### src/rtl/stk_pkg.sv
package stk_pkg;
  localparam int WORD_W    = 32;
  localparam int NUM_REGS  = 8;
  localparam int REG_IDX_W = $clog2(NUM_REGS);
  localparam int LANES     = WORD_W / 8;

  typedef enum logic [1:0] {
    ST_IDLE,
    ST_ADJ,
    ST_XFER,
    ST_WB
  } stk_state_e;

  // Upper nibble 0x5 marks the push/pop family.
  function automatic logic is_stack_op(input logic [7:0] op);
    return op[7:4] == 4'h5;
  endfunction

  // Bit 3 distinguishes pop (set) from push (clear).
  function automatic logic is_pop_op(input logic [7:0] op);
    return op[3];
  endfunction
endpackage

### src/rtl/stk_regfile.sv
module stk_regfile #(
  parameter int W      = 32,
  parameter int NREG   = 8,
  parameter int SP_IDX = 4,
  localparam int IW    = $clog2(NREG)
) (
  input  logic          clk,
  input  logic          rst_n,
  input  logic          a_we,
  input  logic [IW-1:0] a_sel,
  input  logic [W-1:0]  a_data,
  input  logic          p_we,
  input  logic [W-1:0]  p_data,
  input  logic [IW-1:0] rd0_sel,
  output logic [W-1:0]  rd0_data,
  input  logic [IW-1:0] rd1_sel,
  output logic [W-1:0]  rd1_data,
  output logic [W-1:0]  sp_data
);
  logic [W-1:0] regs [NREG];

  // Port a (data) outranks the pointer port on the same entry.
  always_ff @(posedge clk or negedge rst_n) begin
    if (!rst_n) begin
      for (int i = 0; i < NREG; i++) regs[i] <= '0;
    end else begin
      for (int i = 0; i < NREG; i++) begin
        if (a_we && a_sel == IW'(i))
          regs[i] <= a_data;
        else if (p_we && i == SP_IDX)
          regs[i] <= p_data;
      end
    end
  end

  assign rd0_data = regs[rd0_sel];
  assign rd1_data = regs[rd1_sel];
  assign sp_data  = regs[SP_IDX];
endmodule

### src/rtl/stk_bytemem.sv
module stk_bytemem #(
  parameter int BYTES = 64,
  localparam int AW   = $clog2(BYTES)
) (
  input  logic          clk,
  input  logic          rst_n,
  input  logic          we,
  input  logic [AW-1:0] addr,
  input  logic [7:0]    wdata,
  output logic [7:0]    rdata,
  input  logic [AW-1:0] peek_addr,
  output logic [7:0]    peek_data
);
  logic [7:0] cells [BYTES];

  always_ff @(posedge clk or negedge rst_n) begin
    if (!rst_n) begin
      for (int i = 0; i < BYTES; i++) cells[i] <= '0;
    end else if (we) begin
      cells[addr] <= wdata;
    end
  end

  assign rdata     = cells[addr];
  assign peek_data = cells[peek_addr];
endmodule

### src/rtl/stk_seq.sv
module stk_seq
  import stk_pkg::*;
#(
  parameter int AW   = 6,
  localparam int LW  = $clog2(LANES)
) (
  input  logic                 clk,
  input  logic                 rst_n,
  input  logic                 ins_valid,
  input  logic [7:0]           ins_op,
  output logic                 ins_ready,
  output logic                 busy,
  output logic                 done,
  input  logic [WORD_W-1:0]    src_data,
  input  logic [WORD_W-1:0]    sp_data,
  output logic                 rf_a_we,
  output logic [REG_IDX_W-1:0] rf_a_sel,
  output logic [WORD_W-1:0]    rf_a_data,
  output logic                 rf_p_we,
  output logic [WORD_W-1:0]    rf_p_data,
  output logic                 mem_we,
  output logic [AW-1:0]        mem_addr,
  output logic [7:0]           mem_wdata,
  input  logic [7:0]           mem_rdata
);
  localparam logic [LW-1:0] LAST_LANE = LW'(LANES - 1);

  stk_state_e           state;
  logic [LW-1:0]        lane;
  logic                 pop_q;
  logic [REG_IDX_W-1:0] dst_q;
  logic [WORD_W-1:0]    word_q;
  logic [AW-1:0]        base_q;
  logic                 take;

  assign ins_ready = (state == ST_IDLE);
  assign busy      = !ins_ready;
  assign take      = ins_valid && ins_ready && is_stack_op(ins_op);

  always_ff @(posedge clk or negedge rst_n) begin
    if (!rst_n) begin
      state  <= ST_IDLE;
      lane   <= '0;
      pop_q  <= 1'b0;
      dst_q  <= '0;
      word_q <= '0;
      base_q <= '0;
      done   <= 1'b0;
    end else begin
      done <= 1'b0;
      unique case (state)
        ST_IDLE: begin
          if (take) begin
            pop_q  <= is_pop_op(ins_op);
            dst_q  <= ins_op[REG_IDX_W-1:0];
            word_q <= src_data;           // pre-decrement value for a push of SP
            base_q <= sp_data[AW-1:0];
            lane   <= '0;
            state  <= is_pop_op(ins_op) ? ST_XFER : ST_ADJ;
          end
        end
        ST_ADJ: begin
          base_q <= base_q - AW'(LANES);
          state  <= ST_XFER;
        end
        ST_XFER: begin
          if (pop_q) word_q[8*lane +: 8] <= mem_rdata;
          lane <= lane + 1'b1;
          if (lane == LAST_LANE) begin
            state <= pop_q ? ST_WB : ST_IDLE;
            done  <= !pop_q;
          end
        end
        ST_WB: begin
          state <= ST_IDLE;
          done  <= 1'b1;
        end
        default: state <= ST_IDLE;
      endcase
    end
  end

  // Pointer moves down in ST_ADJ (push) and up in ST_WB (pop).
  assign rf_p_we   = (state == ST_ADJ) || (state == ST_WB);
  assign rf_p_data = (state == ST_ADJ) ? sp_data - WORD_W'(LANES)
                                       : sp_data + WORD_W'(LANES);
  // Destination write shares ST_WB and wins over the pointer update.
  assign rf_a_we   = (state == ST_WB);
  assign rf_a_sel  = dst_q;
  assign rf_a_data = word_q;

  assign mem_we    = (state == ST_XFER) && !pop_q;
  assign mem_addr  = base_q + AW'(lane);
  assign mem_wdata = word_q[8*lane +: 8];
endmodule

### src/rtl/stk_pushpop_unit.sv
module stk_pushpop_unit
  import stk_pkg::*;
#(
  parameter int MEM_BYTES = 64,
  parameter int SP_IDX    = 4,
  localparam int AW       = $clog2(MEM_BYTES)
) (
  input  logic                 clk,
  input  logic                 rst_n,
  input  logic                 ins_valid,
  output logic                 ins_ready,
  input  logic [7:0]           ins_op,
  output logic                 busy,
  output logic                 done,
  input  logic                 reg_wr_en,
  input  logic [REG_IDX_W-1:0] reg_wr_sel,
  input  logic [WORD_W-1:0]    reg_wr_data,
  input  logic [REG_IDX_W-1:0] reg_rd_sel,
  output logic [WORD_W-1:0]    reg_rd_data,
  input  logic [AW-1:0]        mem_peek_addr,
  output logic [7:0]           mem_peek_data
);
  logic                 seq_a_we;
  logic [REG_IDX_W-1:0] seq_a_sel;
  logic [WORD_W-1:0]    seq_a_data;
  logic                 p_we;
  logic [WORD_W-1:0]    p_data;
  logic [WORD_W-1:0]    src_data;
  logic [WORD_W-1:0]    sp_data;
  logic                 mem_we;
  logic [AW-1:0]        mem_addr;
  logic [7:0]           mem_wdata;
  logic [7:0]           mem_rdata;
  logic                 ext_ok;
  logic                 a_we;
  logic [REG_IDX_W-1:0] a_sel;
  logic [WORD_W-1:0]    a_data;

  // Preload only when idle and no opcode is handed over on the same edge.
  assign ext_ok = reg_wr_en && ins_ready && !ins_valid;
  assign a_we   = seq_a_we || ext_ok;
  assign a_sel  = seq_a_we ? seq_a_sel  : reg_wr_sel;
  assign a_data = seq_a_we ? seq_a_data : reg_wr_data;

  stk_seq #(.AW(AW)) u_seq (
    .clk       (clk),
    .rst_n     (rst_n),
    .ins_valid (ins_valid),
    .ins_op    (ins_op),
    .ins_ready (ins_ready),
    .busy      (busy),
    .done      (done),
    .src_data  (src_data),
    .sp_data   (sp_data),
    .rf_a_we   (seq_a_we),
    .rf_a_sel  (seq_a_sel),
    .rf_a_data (seq_a_data),
    .rf_p_we   (p_we),
    .rf_p_data (p_data),
    .mem_we    (mem_we),
    .mem_addr  (mem_addr),
    .mem_wdata (mem_wdata),
    .mem_rdata (mem_rdata)
  );

  stk_regfile #(.W(WORD_W), .NREG(NUM_REGS), .SP_IDX(SP_IDX)) u_rf (
    .clk      (clk),
    .rst_n    (rst_n),
    .a_we     (a_we),
    .a_sel    (a_sel),
    .a_data   (a_data),
    .p_we     (p_we),
    .p_data   (p_data),
    .rd0_sel  (ins_op[REG_IDX_W-1:0]),
    .rd0_data (src_data),
    .rd1_sel  (reg_rd_sel),
    .rd1_data (reg_rd_data),
    .sp_data  (sp_data)
  );

  stk_bytemem #(.BYTES(MEM_BYTES)) u_mem (
    .clk       (clk),
    .rst_n     (rst_n),
    .we        (mem_we),
    .addr      (mem_addr),
    .wdata     (mem_wdata),
    .rdata     (mem_rdata),
    .peek_addr (mem_peek_addr),
    .peek_data (mem_peek_data)
  );
endmodule

### config.mk
export PLATFORM = sky130hd
export DESIGN_NAME = stk_pushpop_unit
export DESIGN_NICKNAME = d
export VERILOG_FILES = /design/src/rtl/stk_pkg.sv /design/src/rtl/stk_regfile.sv /design/src/rtl/stk_bytemem.sv /design/src/rtl/stk_seq.sv /design/src/rtl/stk_pushpop_unit.sv
export SDC_FILE = /design/constraint.sdc
export NUM_CORES = 2
export LEC_CHECK = 0
export BUFFER_PORTS_ARGS = -buffer_cell sky130_fd_sc_hd__buf_2
export CORE_MARGIN = 1.5
export CORE_UTILIZATION = 50
export DETAILED_ROUTE_END_ITERATION = 10
export PLACE_DENSITY = 0.68
export REMOVE_ABC_BUFFERS = 1
export SLEW_MARGIN = 20
export SYNTH_ARGS = -nofsm -noshare
export SYNTH_HDL_FRONTEND = slang
export SYNTH_SLANG_ARGS = --single-unit
### constraint.sdc
create_clock -name clk -period 3.3 [get_ports clk]
set_input_delay 0.33 -clock clk [delete_from_list [all_inputs] [get_ports clk]]
set_output_delay 0.33 -clock clk [all_outputs]
set_load 0.05 [all_outputs]
==> impl_metrics.json <==
{
  "syn_area_mm2": 0.0444,
  "final_common_cell": "dfrtp_1",
  "initial_utilization": 0.503,
  "setup_slack_ns": -0.0218,
  "layout-drive-gt1-share": 0.353,
  "clock_latency_ns": 0.67,
  "io_buffers": 98,
  "drc": 0,
  "slew_headroom": 0.443,
  "rsz0062_at_grt": "true",
  "leakagePower_uw": 0.0226,
  "die-area_mm2": 0.0906,
  "period_share": 1.01,
  "die_width_um": 301,
  "cp_max_fo": 34,
  "violations": "negative setup slack",
  "grt_pass1_vias": 32600,
  "cts_tree": "done",
  "clk_pin_slew_ns": 0.06,
  "wl_per_cell_um": 27.1,
  "synth-seq-cells": 815,
  "cts.sinks": 815,
  "antenna_cells": 0,
  "grt_first_pass_wirelength_um": 209000,
  "cp_data_required_time_ns": 3.84,
  "layout_common_cells": "dfrtp_1, nand2_1, mux4_2",
  "place_congestion": 0.954,
  "synth.avg_cell_area_um2": 12.2,
  "ant_nets": 0,
  "grt_usage": 0.306,
  "synth.distinct_cells": 69,
  "grt_max_degree": 95,
  "grt_overflow": 0,
  "synth_edf_count": 0,
  "setup.worst_path.start_class": "flip-flop",
  "dp_hpwl_um": 93800,
  "power.density_mw_per_mm2": 969,
  "vias": 32900,
  "synth-seq-area-share": 0.459,
  "peakVddDrop_mv": 0.584,
  "crit_path_end_kind": "flip-flop",
  "synthArstFlopShare": 1.00,
  "finalSetupViolations": 8,
  "core_area_mm2": 0.0882,
  "fmax_ghz": 0.301,
  "io_pins": 99,
  "holdCritPathClass": "in2reg",
  "r2r_slack_ns": -0.02,
  "yosys_warnings": 0,
  "slew_viol_final": 0,
  "htree_levels": 3,
  "clk_path_buf_depth": 3,
  "cp.arrival_ns": 3.86,
  "dpl.cell_count": 4872,
  "wirelength_um": 137000,
  "die_height_um": 301,
  "drt_iter0_markers": 3450,
  "cts_buffers": 89,
  "crit_type": "reg2reg",
  "root_buffer": "clkbuf_16",
  "period_needed_ns": 3.32,
  "cap_violations": 0,
  "status": "finished, violations left",
  "via_per_inst": 6.52,
  "firstDrtPassIters": 5,
  "fin_util": 0.586,
  "skew_ns": 0.0246,
  "ys.flop_type": "dfrtp_1",
  "num-nets-final": 3876,
  "num_rows": 109,
  "synth_cells": 3636,
  "hold_viol": 0,
  "grt_antenna_before_repair": 6,
  "tightestPinTransition_ns": 0.813,
  "final_cells": 5043,
  "syn_to_final_growth_pct": 16.5,
  "fill_cells": 6964
}
## layer usage
| layer | wire, µm | vias up | part of all wire | track usage |
|---|---|---|---|---|
| met5 | 0 | - | 0 | 0 |
| met4 | 4950 | 0 | 0.036 | 0.110 |
| met3 | 13600 | 247 | 0.10 | 0.0761 |
| met2 | 63300 | 1658 | 0.46 | 0.468 |
| met1 | 54700 | 17100 | 0.40 | 0.428 |
| li1 | - | 13900 | - | - |
## cells in the mapped netlist (4+ instances only)
cell | instances | area [µm²]
nor4_2 | 4 | 50.1
inv_1 | 13 | 48.8
a21oi_1 | 125 | 626
nor2_1 | 246 | 923
nand2_1 | 471 | 1770
or3_1 | 8 | 50.1
mux4_2 | 416 | 9370
nand3_1 | 44 | 220
o21a_1 | 12 | 90.1
clkbuf_1 | 195 | 732
xnor2_1 | 20 | 175
a211oi_1 | 6 | 45.0
nand4_1 | 19 | 119
a32oi_1 | 5 | 43.8
nor4_1 | 6 | 37.5
mux2_1 | 35 | 394
xor2_1 | 15 | 131
or4_1 | 4 | 30.0
nor3_2 | 10 | 100
nor2_2 | 37 | 231
and3_1 | 4 | 25.0
nor3b_1 | 7 | 52.6
buf_6 | 6 | 67.6
nor2b_1 | 14 | 87.6
o22ai_1 | 22 | 138
o21ai_1 | 19 | 95.1
mux2_2 | 314 | 3540
a221o_1 | 33 | 330
mux2i_1 | 119 | 1190
and2_1 | 8 | 50.1
buf_2 | 64 | 320
nor3_1 | 34 | 170
ha_1 | 9 | 113
dfrtp_1 | 815 | 20400
buf_4 | 14 | 105
o21ai_0 | 361 | 1810
a2111oi_0 | 8 | 70.1
buf_1 | 33 | 124
a31oi_1 | 14 | 87.6
## flip-flops by register name, summed over array words and instances (netlist names)
| signal | flops |
|---|---|
| u_rf.sp_data | 32 |
| u_seq.rf_a_sel | 3 |
| u_seq.state | 2 |
| u_seq.base_q | 6 |
| u_mem.cells | 512 |
| u_rf.regs | 224 |
| u_seq.done | 1 |
| u_seq.rf_a_data | 32 |
| u_seq.pop_q | 1 |
| u_seq.lane | 2 |
## layout make-up
type / count / area [µm²] / share of cell area
tap: 1165 / 1460 / 0.0282
inverter: 14 / 52.6 / 0.00102
clock buffer: 125 / 2590 / 0.0502
sequential: 815 / 20400 / 0.394
clock inverter: 34 / 428 / 0.00827
multi-input combinational: 2495 / 22900 / 0.442
timing repair buffer: 395 / 3910 / 0.0757
## timing repair
action,4_1_cts,5_1_grt
cloned,0,1
pin swaps,0,3
gates resized for setup,8,39
hold buffers,2,0
buffers inserted,0,9
setup endpoints to repair,18,108
hold endpoints to repair,45,0
## power breakdown
part,total (µW),internal [µW],switching [µW],leakage (µW)
logic,22900,10300,12600,0.0103
clock network,10400,6120,4260,0.00149
registers,16900,13500,3350,0.0109
total,50100,29900,20300,0.0226
## final timing paths
check,start,end,cells after the start
max,u_seq.base_q[0],u_seq.rf_a_data[5],10
min,reg_wr_data[28],u_rf.regs[252],4
max reg2reg,u_seq.base_q[0],u_seq.rf_a_data[5],10
min reg2reg,u_rf.regs[6],u_rf.regs[6],2
max in group asynchronous,rst_n,u_rf.regs[198],3
min in group asynchronous,rst_n,u_mem.cells[458],2
## metrics by stage
stage	setup slack (ns)	power, µW	instance area (µm²)	setup TNS [ns]	hold WS (ns)
floorplan	-5.27	27900	43000	-2481.94	0.0344
global placement	-0.0351	38000	48400	-0.290	0.368
detailed placement	-0.108	38600	48400	-0.819	0.367
CTS	0.00177	49200	51400	0	0.120
global route	-0.0724	52400	51700	-0.631	0.190
finish	-0.0218	50100	51700	-0.104	0.154
## worst max-delay path, stage by stage (launching register included)
cell,delay [ns]
dfrtp_1,0.42
ha_4,0.18
fa_4,0.47
xor2_4,0.32
buf_12,0.27
mux4_2,0.33
mux2i_1,0.33
a32oi_2,0.14
nand3_1,0.26
nor3_4,0.11
a221o_1,0.33
## cell families after synthesis
group / count (synthesis) / synth area share
AND/OR/NAND/NOR: 930 / 0.0911
flip-flops: 815 / 0.459
XOR/XNOR: 35 / 0.00690
buffers and inverters: 326 / 0.0316
adder cells (fa/ha/maj): 10 / 0.00299
AO/OA/AOI/OAI: 636 / 0.0817
multiplexers: 884 / 0.326
Power figures use the tool's default switching activity.
